==> config.mk <==
export PLATFORM = sky130hd
export DESIGN_NAME = wb_tag_dir
export DESIGN_NICKNAME = d
export VERILOG_FILES = /design/src/rtl/tdir_pkg.sv /design/src/rtl/tdir_way_bank.sv /design/src/rtl/tdir_match.sv /design/src/rtl/tdir_stats.sv /design/src/rtl/wb_tag_dir.sv
export SDC_FILE = /design/constraint.sdc
export NUM_CORES = 2
export LEC_CHECK = 0
export BUFFER_PORTS_ARGS = -buffer_cell sky130_fd_sc_hd__buf_2
export CORE_MARGIN = 2
export CORE_UTILIZATION = 45
export DETAILED_ROUTE_END_ITERATION = 10
export GPL_ROUTABILITY_DRIVEN = 0
export SYNTH_ARGS = -nofsm -noshare
export SYNTH_HDL_FRONTEND = slang
export SYNTH_SLANG_ARGS = --single-unit
export TNS_END_PERCENT = 50
==> constraint.sdc <==
create_clock -name clk -period 4.9 [get_ports clk]
set_input_delay 0.735 -clock clk [delete_from_list [all_inputs] [get_ports clk]]
set_output_delay 0.735 -clock clk [all_outputs]
set_load 0.01 [all_outputs]
==> src/rtl/tdir_pkg.sv <==
package tdir_pkg;
  localparam int FREQ_W = 6;
  localparam logic [FREQ_W-1:0] FREQ_MAX = '1;
endpackage

==> src/rtl/tdir_way_bank.sv <==
module tdir_way_bank import tdir_pkg::*; #(
  parameter int SETS   = 8,
  parameter int SET_W  = 3,
  parameter int TAG_W  = 23,
  parameter int CORE_W = 1,
  parameter int TS_W   = 16
) (
  input  logic              clk,
  input  logic              rst,
  input  logic [SET_W-1:0]  acc_set,
  input  logic [SET_W-1:0]  md_set,
  input  logic              hit_en,
  input  logic              hit_wr,
  input  logic              ins_en,
  input  logic              ins_dirty,
  input  logic [TAG_W-1:0]  ins_tag,
  input  logic [CORE_W-1:0] ins_core,
  input  logic [TS_W-1:0]   stamp,
  output logic              acc_valid,
  output logic              acc_dirty,
  output logic [TAG_W-1:0]  acc_tag,
  output logic [CORE_W-1:0] acc_core,
  output logic              md_valid,
  output logic              md_dirty,
  output logic [CORE_W-1:0] md_core,
  output logic [FREQ_W-1:0] md_freq,
  output logic [TS_W-1:0]   md_ts
);
  logic [SETS-1:0]   valid_q, dirty_q;
  logic [TAG_W-1:0]  tag_mem  [SETS];
  logic [CORE_W-1:0] core_mem [SETS];
  logic [TS_W-1:0]   ts_mem   [SETS];
  logic [FREQ_W-1:0] freq_mem [SETS];

  // flags need a reset, so they live in flops
  always_ff @(posedge clk) begin
    if (rst) begin
      valid_q <= '0;
      dirty_q <= '0;
    end else if (ins_en) begin
      valid_q[acc_set] <= 1'b1;
      dirty_q[acc_set] <= ins_dirty;
    end else if (hit_en && hit_wr) begin
      dirty_q[acc_set] <= 1'b1;
    end
  end

  // payload fields: write-only-on-enable, no reset (RAM friendly)
  always_ff @(posedge clk) begin
    if (ins_en) begin
      tag_mem[acc_set]  <= ins_tag;
      core_mem[acc_set] <= ins_core;
      ts_mem[acc_set]   <= stamp;
      freq_mem[acc_set] <= '0;
    end else if (hit_en) begin
      ts_mem[acc_set] <= stamp;
      if (freq_mem[acc_set] != FREQ_MAX)
        freq_mem[acc_set] <= freq_mem[acc_set] + 1'b1;
    end
  end

  assign acc_valid = valid_q[acc_set];
  assign acc_dirty = dirty_q[acc_set];
  assign acc_tag   = tag_mem[acc_set];
  assign acc_core  = core_mem[acc_set];

  assign md_valid = valid_q[md_set];
  assign md_dirty = dirty_q[md_set];
  assign md_core  = core_mem[md_set];
  assign md_freq  = freq_mem[md_set];
  assign md_ts    = ts_mem[md_set];

  p_install_fresh_r4: assert property (@(posedge clk) disable iff (rst)
    ins_en |=> (valid_q[$past(acc_set)] && freq_mem[$past(acc_set)] == '0));

  p_hit_needs_valid_r1: assert property (@(posedge clk) disable iff (rst)
    hit_en |-> acc_valid);
endmodule

==> src/rtl/tdir_match.sv <==
module tdir_match #(
  parameter int WAYS  = 4,
  parameter int TAG_W = 23,
  parameter int WAY_W = 2
) (
  input  logic                       clk,
  input  logic                       rst,
  input  logic [WAYS-1:0]            way_valid,
  input  logic [WAYS-1:0][TAG_W-1:0] way_tag,
  input  logic [TAG_W-1:0]           tag,
  output logic [WAYS-1:0]            hit_vec,
  output logic                       hit,
  output logic [WAY_W-1:0]           hit_way
);
  for (genvar w = 0; w < WAYS; w++) begin : g_cmp
    assign hit_vec[w] = way_valid[w] && (way_tag[w] == tag);
  end

  assign hit = |hit_vec;

  always_comb begin
    hit_way = '0;
    for (int i = 0; i < WAYS; i++)
      if (hit_vec[i]) hit_way = hit_way | WAY_W'(i);
  end

  p_single_match_r1: assert property (@(posedge clk) disable iff (rst)
    $onehot0(hit_vec));
endmodule

==> src/rtl/tdir_stats.sv <==
module tdir_stats #(
  parameter int CNT_W = 16
) (
  input  logic             clk,
  input  logic             rst,
  input  logic             lk_en,
  input  logic             lk_write,
  input  logic             lk_hit,
  input  logic             dirty_ev_en,
  output logic [CNT_W-1:0] rd_acc,
  output logic [CNT_W-1:0] wr_acc,
  output logic [CNT_W-1:0] rd_miss,
  output logic [CNT_W-1:0] wr_miss,
  output logic [CNT_W-1:0] dirty_ev
);
  always_ff @(posedge clk) begin
    if (rst) begin
      rd_acc   <= '0;
      wr_acc   <= '0;
      rd_miss  <= '0;
      wr_miss  <= '0;
      dirty_ev <= '0;
    end else begin
      if (lk_en && !lk_write) rd_acc <= rd_acc + 1'b1;
      if (lk_en &&  lk_write) wr_acc <= wr_acc + 1'b1;
      if (lk_en && !lk_write && !lk_hit) rd_miss <= rd_miss + 1'b1;
      if (lk_en &&  lk_write && !lk_hit) wr_miss <= wr_miss + 1'b1;
      if (dirty_ev_en) dirty_ev <= dirty_ev + 1'b1;
    end
  end

  p_miss_bounded_r8: assert property (@(posedge clk) disable iff (rst)
    (rd_miss <= rd_acc) && (wr_miss <= wr_acc));

  p_dirty_ev_step_r9: assert property (@(posedge clk) disable iff (rst)
    (dirty_ev == $past(dirty_ev)) || (dirty_ev == CNT_W'($past(dirty_ev) + 1'b1)));
endmodule

==> src/rtl/wb_tag_dir.sv <==
module wb_tag_dir import tdir_pkg::*; #(
  parameter int ADDR_W     = 32,
  parameter int LINE_BYTES = 64,
  parameter int NUM_SETS   = 8,
  parameter int NUM_WAYS   = 4,
  parameter int CORE_W     = 1,
  parameter int TS_W       = 16,
  parameter int CNT_W      = 16,
  localparam int OFF_W = $clog2(LINE_BYTES),
  localparam int SET_W = (NUM_SETS > 1) ? $clog2(NUM_SETS) : 1,
  localparam int WAY_W = (NUM_WAYS > 1) ? $clog2(NUM_WAYS) : 1
) (
  input  logic                       clk,
  input  logic                       rst,
  input  logic                       cmd_valid,
  input  logic                       cmd_install,
  input  logic                       cmd_write,
  input  logic [ADDR_W-1:0]          cmd_addr,
  input  logic [CORE_W-1:0]          cmd_core,
  input  logic [WAY_W-1:0]           cmd_way,
  output logic                       rsp_valid,
  output logic                       rsp_hit,
  output logic [WAY_W-1:0]           rsp_way,
  output logic                       ins_done,
  output logic                       vic_valid,
  output logic                       vic_dirty,
  output logic [ADDR_W-1:0]          vic_addr,
  output logic [CORE_W-1:0]          vic_core,
  input  logic [SET_W-1:0]           md_set,
  output logic [NUM_WAYS-1:0]        md_valid,
  output logic [NUM_WAYS-1:0]        md_dirty,
  output logic [NUM_WAYS*CORE_W-1:0] md_core,
  output logic [NUM_WAYS*FREQ_W-1:0] md_freq,
  output logic [NUM_WAYS*TS_W-1:0]   md_ts,
  output logic [CNT_W-1:0]           stat_rd_acc,
  output logic [CNT_W-1:0]           stat_wr_acc,
  output logic [CNT_W-1:0]           stat_rd_miss,
  output logic [CNT_W-1:0]           stat_wr_miss,
  output logic [CNT_W-1:0]           stat_dirty_ev
);
  localparam int TAG_W = ADDR_W - OFF_W - SET_W;

  logic [SET_W-1:0] set_idx;
  logic [TAG_W-1:0] tag;
  logic             addr_unused_bits;
  logic             do_lookup, do_install;
  logic [TS_W-1:0]  cyc_q;

  assign set_idx          = cmd_addr[OFF_W +: SET_W];
  assign tag              = cmd_addr[ADDR_W-1 -: TAG_W];
  assign addr_unused_bits = ^cmd_addr[OFF_W-1:0];
  assign do_lookup        = cmd_valid && !cmd_install;
  assign do_install       = cmd_valid &&  cmd_install;

  always_ff @(posedge clk) begin
    if (rst) cyc_q <= '0;
    else     cyc_q <= cyc_q + 1'b1;
  end

  logic [NUM_WAYS-1:0]              acc_valid_w, acc_dirty_w, hit_vec;
  logic [NUM_WAYS-1:0][TAG_W-1:0]   acc_tag_w;
  logic [NUM_WAYS-1:0][CORE_W-1:0]  acc_core_w;
  logic [NUM_WAYS-1:0]              md_valid_w, md_dirty_w;
  logic [NUM_WAYS*CORE_W-1:0]       md_core_w;
  logic [NUM_WAYS*FREQ_W-1:0]       md_freq_w;
  logic [NUM_WAYS*TS_W-1:0]         md_ts_w;

  for (genvar w = 0; w < NUM_WAYS; w++) begin : g_way
    tdir_way_bank #(
      .SETS(NUM_SETS), .SET_W(SET_W), .TAG_W(TAG_W),
      .CORE_W(CORE_W), .TS_W(TS_W)
    ) u_bank (
      .clk       (clk),
      .rst       (rst),
      .acc_set   (set_idx),
      .md_set    (md_set),
      .hit_en    (do_lookup && hit_vec[w]),
      .hit_wr    (cmd_write),
      .ins_en    (do_install && (cmd_way == WAY_W'(w))),
      .ins_dirty (cmd_write),
      .ins_tag   (tag),
      .ins_core  (cmd_core),
      .stamp     (cyc_q),
      .acc_valid (acc_valid_w[w]),
      .acc_dirty (acc_dirty_w[w]),
      .acc_tag   (acc_tag_w[w]),
      .acc_core  (acc_core_w[w]),
      .md_valid  (md_valid_w[w]),
      .md_dirty  (md_dirty_w[w]),
      .md_core   (md_core_w[w*CORE_W +: CORE_W]),
      .md_freq   (md_freq_w[w*FREQ_W +: FREQ_W]),
      .md_ts     (md_ts_w[w*TS_W +: TS_W])
    );
  end

  logic             hit_any;
  logic [WAY_W-1:0] hit_way;

  tdir_match #(.WAYS(NUM_WAYS), .TAG_W(TAG_W), .WAY_W(WAY_W)) u_match (
    .clk       (clk),
    .rst       (rst),
    .way_valid (acc_valid_w),
    .way_tag   (acc_tag_w),
    .tag       (tag),
    .hit_vec   (hit_vec),
    .hit       (hit_any),
    .hit_way   (hit_way)
  );

  // displaced line of the way being filled
  logic              old_valid, old_dirty;
  logic [TAG_W-1:0]  old_tag;
  logic [CORE_W-1:0] old_core;
  assign old_valid = acc_valid_w[cmd_way];
  assign old_dirty = acc_dirty_w[cmd_way];
  assign old_tag   = acc_tag_w[cmd_way];
  assign old_core  = acc_core_w[cmd_way];

  always_ff @(posedge clk) begin
    if (rst) begin
      rsp_valid <= 1'b0;
      rsp_hit   <= 1'b0;
      rsp_way   <= '0;
      ins_done  <= 1'b0;
      vic_valid <= 1'b0;
      vic_dirty <= 1'b0;
      vic_addr  <= '0;
      vic_core  <= '0;
      md_valid  <= '0;
      md_dirty  <= '0;
      md_core   <= '0;
      md_freq   <= '0;
      md_ts     <= '0;
    end else begin
      rsp_valid <= do_lookup;
      rsp_hit   <= do_lookup && hit_any;
      rsp_way   <= hit_way;
      ins_done  <= do_install;
      if (do_install) begin
        vic_valid <= old_valid;
        vic_dirty <= old_valid && old_dirty;
        vic_addr  <= {old_tag, set_idx, {OFF_W{1'b0}}};
        vic_core  <= old_core;
      end
      md_valid <= md_valid_w;
      md_dirty <= md_dirty_w;
      md_core  <= md_core_w;
      md_freq  <= md_freq_w;
      md_ts    <= md_ts_w;
    end
  end

  tdir_stats #(.CNT_W(CNT_W)) u_stats (
    .clk         (clk),
    .rst         (rst),
    .lk_en       (do_lookup),
    .lk_write    (cmd_write),
    .lk_hit      (hit_any),
    .dirty_ev_en (do_install && old_valid && old_dirty),
    .rd_acc      (stat_rd_acc),
    .wr_acc      (stat_wr_acc),
    .rd_miss     (stat_rd_miss),
    .wr_miss     (stat_wr_miss),
    .dirty_ev    (stat_dirty_ev)
  );

  p_rsp_follows_lookup_r1: assert property (@(posedge clk) disable iff (rst)
    rsp_valid |-> $past(cmd_valid && !cmd_install));

  p_vic_dirty_implies_valid_r5: assert property (@(posedge clk) disable iff (rst)
    ins_done |-> (vic_valid || !vic_dirty));

  p_stamp_step_r7: assert property (@(posedge clk) disable iff (rst)
    !$past(rst) |-> (cyc_q == TS_W'($past(cyc_q) + 1'b1)));

  p_dirty_ev_on_install_r9: assert property (@(posedge clk) disable iff (rst)
    (stat_dirty_ev != $past(stat_dirty_ev)) |-> (ins_done && vic_dirty));
endmodule

* Word level (Yosys, flattened, before mapping) *
Memories as Yosys holds them, arrays and structs flattened. A register that Yosys moved wholly into a read port is not among the register bits.
Index checks and enable logic that the tools add are counted.

storage, ports and cells
  register bits = 202
  memories = 16
  bits of input ports = 43
  word-level logic and storage cells = 218
  output and inout port bits = 220
  memory bits (writable) = 1472

cells by class
  mux-type cells = 101
  $add $sub $neg = 10
  reduce and logical (&&, ||, !) cells = 36
  bitwise operators = 16
  $lt $le $gt $ge = 4
  eq/ne operators = 11

memory list
  memory                   words  bits a word  rd ports  clocked after memory_dff  write ports  RTL line             RTL
  g_way[0].u_bank.tag_mem  8      23           1         0                         1            tdir_way_bank.sv:30  logic [TAG_W-1:0] tag_mem [SETS];
  g_way[1].u_bank.tag_mem  8      23           1         0                         1            tdir_way_bank.sv:30
  g_way[2].u_bank.tag_mem  8      23           1         0                         1            tdir_way_bank.sv:30
  g_way[3].u_bank.tag_mem  8      23           1         0                         1            tdir_way_bank.sv:30
  g_way[0].u_bank.ts_mem   8      16           1         1                         1            tdir_way_bank.sv:32  logic [TS_W-1:0] ts_mem [SETS];
  g_way[1].u_bank.ts_mem   8      16           1         1                         1            tdir_way_bank.sv:32
  +10 memories             n/a    n/a          n/a       n/a                       n/a          n/a

operators by type and width
  operator                                                           count
  adder 16 x 1 -> 16 bit, second input constant                      6
  equality test 23 bit                                               4
  two-way mux 16 bit                                                 4
  two-way mux 8 bit                                                  8
  OR 8 bit                                                           8
  two-way mux 1 bit                                                  57
  binary-select mux 1 bit (select 3 bit)                             16
  binary-select mux 23 bit (select 2 bit)                            1
  bitwise mux 8 bit                                                  4
  logical AND 1 bit                                                  27
  adder 6 x 1 -> 6 bit, second input constant                        4
  two-way mux 6 bit                                                  4
  inequality test 6 bit, second input constant                       4
  two-way mux 23 bit                                                 1
  < comparator 3 x 4 -> 1 bit, second input constant                 2
  OR 1 bit                                                           8
  nonzero test 2 bit                                                 4
  binary-select mux 1 bit (select 2 bit)                             3
  equality test 2 bit, second input constant                         2
  two-way mux 2 bit                                                  2
  OR reduction 4 bit                                                 1
  demux 1 bit (select 3 bit)                                         1
  greater-or-equal comparator 3 x 1 -> 1 bit, second input constant  1
  zero test 1 bit                                                    3
  other kinds (3)                                                    3

* Logic depth before layout (Yosys ltp) *
  depth after elaboration = 8
  gate-level depth with buffers = 16
  gate-level depth less buffers = 10

* Modules after synthesis *
A second synthesis with hierarchy kept.

unflattened totals
  cells, all modules = 4068
  area total of the unflattened synthesis = 69283.9 um^2

by module, submodules not included
  module                                times used  sequential area each (um^2)  cells each  area an instance (um^2)
  tdir_way_bank at g_way[1].u_bank ...  3           11370.9                      765         14854.2
  tdir_way_bank at g_way[0].u_bank      1           11370.9                      758         14835.5
  wb_tag_dir                            1           3002.9                       477         5256.3
  tdir_stats                            1           1601.5                       406         3559.7
  tdir_match                            1           0.0                          132         1069.8

* Least setup slack after synthesis *
Ideal clock, no wire load.

  path type = input to register
  start point = input cmd_addr[7]
  end point = memory g_way[0].u_bank.freq_mem[0][0], enable pin
  arrival = 4.129 ns
  library setup time = 0.288 ns
  setup slack = 0.483 ns
  stages = 15
  required time = 4.612 ns
  path buffers = 8
  cells stage by stage = buf_6 > buf_6 > buf_6 > buf_4 > buf_4 > buf_2 > buf_1 > buf_1 > a221oi_1 > o21ai_0 > ha_1 > nand3_1 > or3b_2 > a21oi_1 > nor2_1

between the ends
  cells in the longest elaborated chain, start to end = 8
  elaborated cells on any way between the ends = 13
  those cells by class = eq/ne: 2; mux: 6; bitwise: 1; reduce/logical: 2; memory: 2

ends and longest elaborated chain
  item                                                                                  RTL line                               RTL
  start, declared                                                                       wb_tag_dir.sv:18                       input logic [ADDR_W-1:0] cmd_addr,
  memory (8 x 23 bit) / binary-select mux 1 bit (select 3 bit) (equally long branches)  n/a
  equality test 23 bit / two-way mux 1 bit (equally long branches)                      tdir_match.sv:16, tdir_way_bank.sv:62
  logical AND 1 bit                                                                     tdir_match.sv:16                       assign hit_vec[w] = way_valid[w] && (way_tag[w] == tag);
  logical AND 1 bit                                                                     wb_tag_dir.sv:77                       .hit_en (do_lookup && hit_vec[w]),
  two-way mux 1 bit                                                                     tdir_way_bank.sv:55                    end else if (hit_en) begin
  two-way mux 1 bit                                                                     tdir_way_bank.sv:50                    if (ins_en) begin
  two-way mux 1 bit (implied by the code)                                               tdir_way_bank.sv:58                    freq_mem[acc_set] <= freq_mem[acc_set] + 1'b1;
  OR 1 bit (no source line)                                                             n/a
  end, declared                                                                         tdir_way_bank.sv:33                    logic [FREQ_W-1:0] freq_mem [SETS];

Several ways; a longest one is shown, not always the timed one. The select of a mux whose other input is x is not followed.

* Final worst setup path *
  start point = input cmd_addr[7]
  end point = memory g_way[0].u_bank.ts_mem[0][4], enable pin

between the ends
  cells in the longest elaborated chain, start to end = 8
  elaborated cells on any way between the ends = 10
  those cells by class = eq/ne: 1; mux: 5; bitwise: 1; reduce/logical: 2; memory: 1

ends and longest elaborated chain
  item                                                                                  RTL line                               RTL
  memory (8 x 23 bit) / binary-select mux 1 bit (select 3 bit) (equally long branches)  n/a
  equality test 23 bit / two-way mux 1 bit (equally long branches)                      tdir_match.sv:16, tdir_way_bank.sv:62
  logical AND 1 bit                                                                     tdir_match.sv:16
  logical AND 1 bit                                                                     wb_tag_dir.sv:77
  two-way mux 1 bit                                                                     tdir_way_bank.sv:55
  two-way mux 1 bit                                                                     tdir_way_bank.sv:50
  two-way mux 1 bit (implied by the code)                                               tdir_way_bank.sv:56                    ts_mem[acc_set] <= stamp;
  OR 1 bit (no source line)                                                             n/a
  end, declared                                                                         tdir_way_bank.sv:32

Several ways; a longest one is shown, not always the timed one. The select of a mux whose other input is x is not followed.

==> impl_metrics.ini <==
[worst_setup_path]
r2r-end = g_way[1].u_bank.freq_mem[0][0]$_DFFE_PP_
path_class = input pin to flip-flop
endpoint_kind = flip-flop
critPathMaxFanout = 19
critical_path_arrival_ns = 4.48
cp_top_family = simple AND/OR/NAND/NOR gates
path_cells = clkbuf_8 -> buf_12 -> buf_4 -> buf_4 -> mux2i_1 -> a22oi_1 -> and3_1 -> o211ai_1 -> nor4bb_1 -> nand4_1 -> nor2_1 -> nor2_1 -> nor2_2 -> buf_12
critPathBufInv = 5
regToRegSetupSlack_ns = 0.99
reg2reg_depth = 12
r2r-start = g_way[1].u_bank.tag_mem[0][0]$_DFFE_PP_
cpMaxStageDelayCell = a22oi_1
max_stage_delay_ns = 0.42
cp.required_ns = 5.41
worstSetupStartpointType = input pin
cp-startpoint = cmd_addr[7]

[floorplan]
start_util = 0.454
die_area_um2 = 161000
fp.dieW_um = 401
placeableCoreArea_um2 = 156000
ios = 263
std_cell_rows = 145
die_y_um = 401

[clock_tree]
htreeDepth = 4
cts_sinks = 1766
cts-root-buf = clkbuf_16
clock_latency_ns = 0.82
clock_path_buffers = 3
cts_setup_buffers = 0
cts-hold-fix-buffers = 0
cts_resized = 0
cts_made_buffers = 182
tritoncts = yes
clkTransAtPathRegs_ns = 0.06

[timing]
finalMaxSlewViolations = 0
timing.final.ws_setup_ns = 0.931
min_period_over_period = 0.810
max_slew_margin = 0.188
period_needed_ns = 3.97
final-hold-violation-count = 0
setup_tns_ns = 0
setup_viol = 0
tightest_slew_ns = 1.22
skew_ns = 0.0444
holdWs_ns = 0.299
grt_setup_unrepaired = false
clock.fmax_ghz = 0.252

[logic_synthesis]
synthesis.area_um2 = 70900
yosys_warnings = 0
synth_simple_gate_area_frac = 0.0587
synth.distinct_cells = 79
muxShareOfSynthArea = 0.154
yosys-top-cells-count = edfxtp_1, nor2_1, mux4_2, dfxtp_1, mux2i_1
async_flop_share = 0
ys.flop_type = edfxtp_1
synth.area.top_cells = edfxtp_1, mux4_2, dfxtp_1, mux2i_1, nor2_1
yosysMostFrequentCell = edfxtp_1
synth_seq_cells = 1766
synth_fa_ha_area_frac = 0.00176
synth_xor_area_frac = 0.0168
synth_top_family_by_area = multiplexers
ys_seq_area_frac = 0.706
synth_compound_area_frac = 0.0453
synth_top_area_share = 0.623
synth_top_area_cell = edfxtp_1
synth_cells = 4225
synth-edff-count = 1472
syn_area_per_cell_um2 = 16.8

[final_layout]
nets = 4842
final_layout_size_suffix_gt1_frac = 0.277
num-fill-cells = 12500
seqCellArea_um2 = 50100
area_growth_pct = 18.1
multiInputGateArea_um2 = 19900

[global_routing]
grt_max_degree = 121
first_global_vias = 40900
grtUsageTotal = 0.249
grt_antenna_before_repair = 10
overflow = 0
grt_pass1_wl_mm = 290

[drt]
first_pass_iters = 6
post-route-drc-count = 0
routed_wl_mm = 203
viasPerCell = 5.99
avgRoutedWirePerCell_um = 28.9
vias = 41900
first_iter_violations = 4360
antenna_left = 0

[worst_hold_path]
min_from = cmd_addr[7]
min_to = vic_addr[7]$_SDFFE_PP0P_
hold_path.class = input pin to flip-flop
whs_path_depth = 3

[power]
ir_drop_uv = 388
p_per_area_nw_per_um2 = 388
leakage_nw = 29.3

[placed_design]
pre_cts_ws_ns = 0.228
dp_hpwl_mm = 129
port_buffers = 250

[outcome]
status = completed

[job]
max_cap_viol_count = 0
cell families (layout without fill, tap and decap cells):
family	after synthesis	count (layout)
other	1	8
adders and majority gates	10	10
muxes	680	680
AOI/OAI and AO/OA	479	479
DFF	1766	1766
and+or+nand+nor	887	887
buffers and inverters	266	983
xor gates and xnor gates	136	136
cell type report:
| class | instances | area share |
|---|---|---|
| Clock inverter | 96 | 0.0142 |
| Antenna cell | 2 | 0.0000598 |
| Multi-Input combinational cell | 2198 | 0.238 |
| Sequential cell | 1766 | 0.598 |
| Timing Repair Buffer | 626 | 0.0583 |
| Clock buffer | 246 | 0.0600 |
| Inverter | 15 | 0.000687 |
| Tap cell | 2058 | 0.0307 |
tightest hold or removal path: stages:
cell and delay [ns]:
clkbuf_8 0.19, nand2_1 0.08, a21oi_1 0.05
how the worst max path moves through the flow:
stage               depth (start not counted)  slack [ns]                                  endpoint
CTS                                        12        0.98  g_way[1].u_bank.freq_mem[0][0]$_DFFE_PP_
finish                                     14        0.93    g_way[0].u_bank.ts_mem[0][4]$_DFFE_PP_
floorplan                                  15        0.48  g_way[0].u_bank.freq_mem[0][0]$_DFFE_PP_
detailed placement                         13        0.23   g_way[0].u_bank.ts_mem[7][11]$_DFFE_PP_
global route                               16        0.81  g_way[1].u_bank.freq_mem[2][1]$_DFFE_PP_
global placement                           15        0.24  g_way[1].u_bank.freq_mem[2][1]$_DFFE_PP_
power breakdown:
group          internal [W]  leakage (nW)  switching (W)
Combinational      0.000722          10.2        0.00122
Clock               0.00827          3.02        0.00593
Sequential           0.0163          16.1      0.0000674
layout by cell type, fill, tap and decap left out, drive strengths merged, types with 66 or more instances in the layout:
cell,count
a21oi,116
a22oi,88
buf,623
clkbuf,249
clkinv,71
dfxtp,294
edfxtp,1472
mux2,76
mux2i,284
mux4,320
nand2,158
nand3,66
nor2,409
o21ai,95
xor2,87
routing by layer:
layer | up-vias | part of all wire | global-route usage
met5 | - | 0.00023 | 0
met2 | 1896 | 0.48 | 0.406
met3 | 444 | 0.078 | 0.0462
met1 | 21700 | 0.40 | 0.333
met4 | 8 | 0.038 | 0.0925
li1 | 17900 | - | -
per-stage QoR:
stage               utilization  std cells  cell area, um2  power (W)
floorplan                     -       4230           71000     0.0177
global placement          0.496       6663           77500     0.0186
detailed placement        0.496       6663           77500     0.0186
CTS                       0.536       7005           83800     0.0328
global route              0.536       7006           83800     0.0334
finish                    0.536       7007           83800     0.0325
flip-flops by register name, summed over array words and instances, names as in the netlist, 2 cells and up:
| register | count |
|---|---|
| rsp_way | 2 |
| g_way.u_bank.dirty_q | 32 |
| md_dirty | 4 |
| g_way.u_bank.freq_mem | 192 |
| u_stats.dirty_ev | 16 |
| g_way.u_bank.tag_mem | 736 |
| g_way.u_bank.ts_mem | 512 |
| u_stats.wr_miss | 16 |
| md_ts | 64 |
| u_stats.rd_miss | 16 |
| g_way.u_bank.valid_q | 32 |
| md_freq | 24 |
| md_core | 4 |
| u_stats.wr_acc | 16 |
| vic_addr | 26 |
| md_valid | 4 |
| u_stats.rd_acc | 16 |
| g_way.u_bank.core_mem | 32 |
| cyc_q | 16 |
Power figures use the tool's default switching activity.
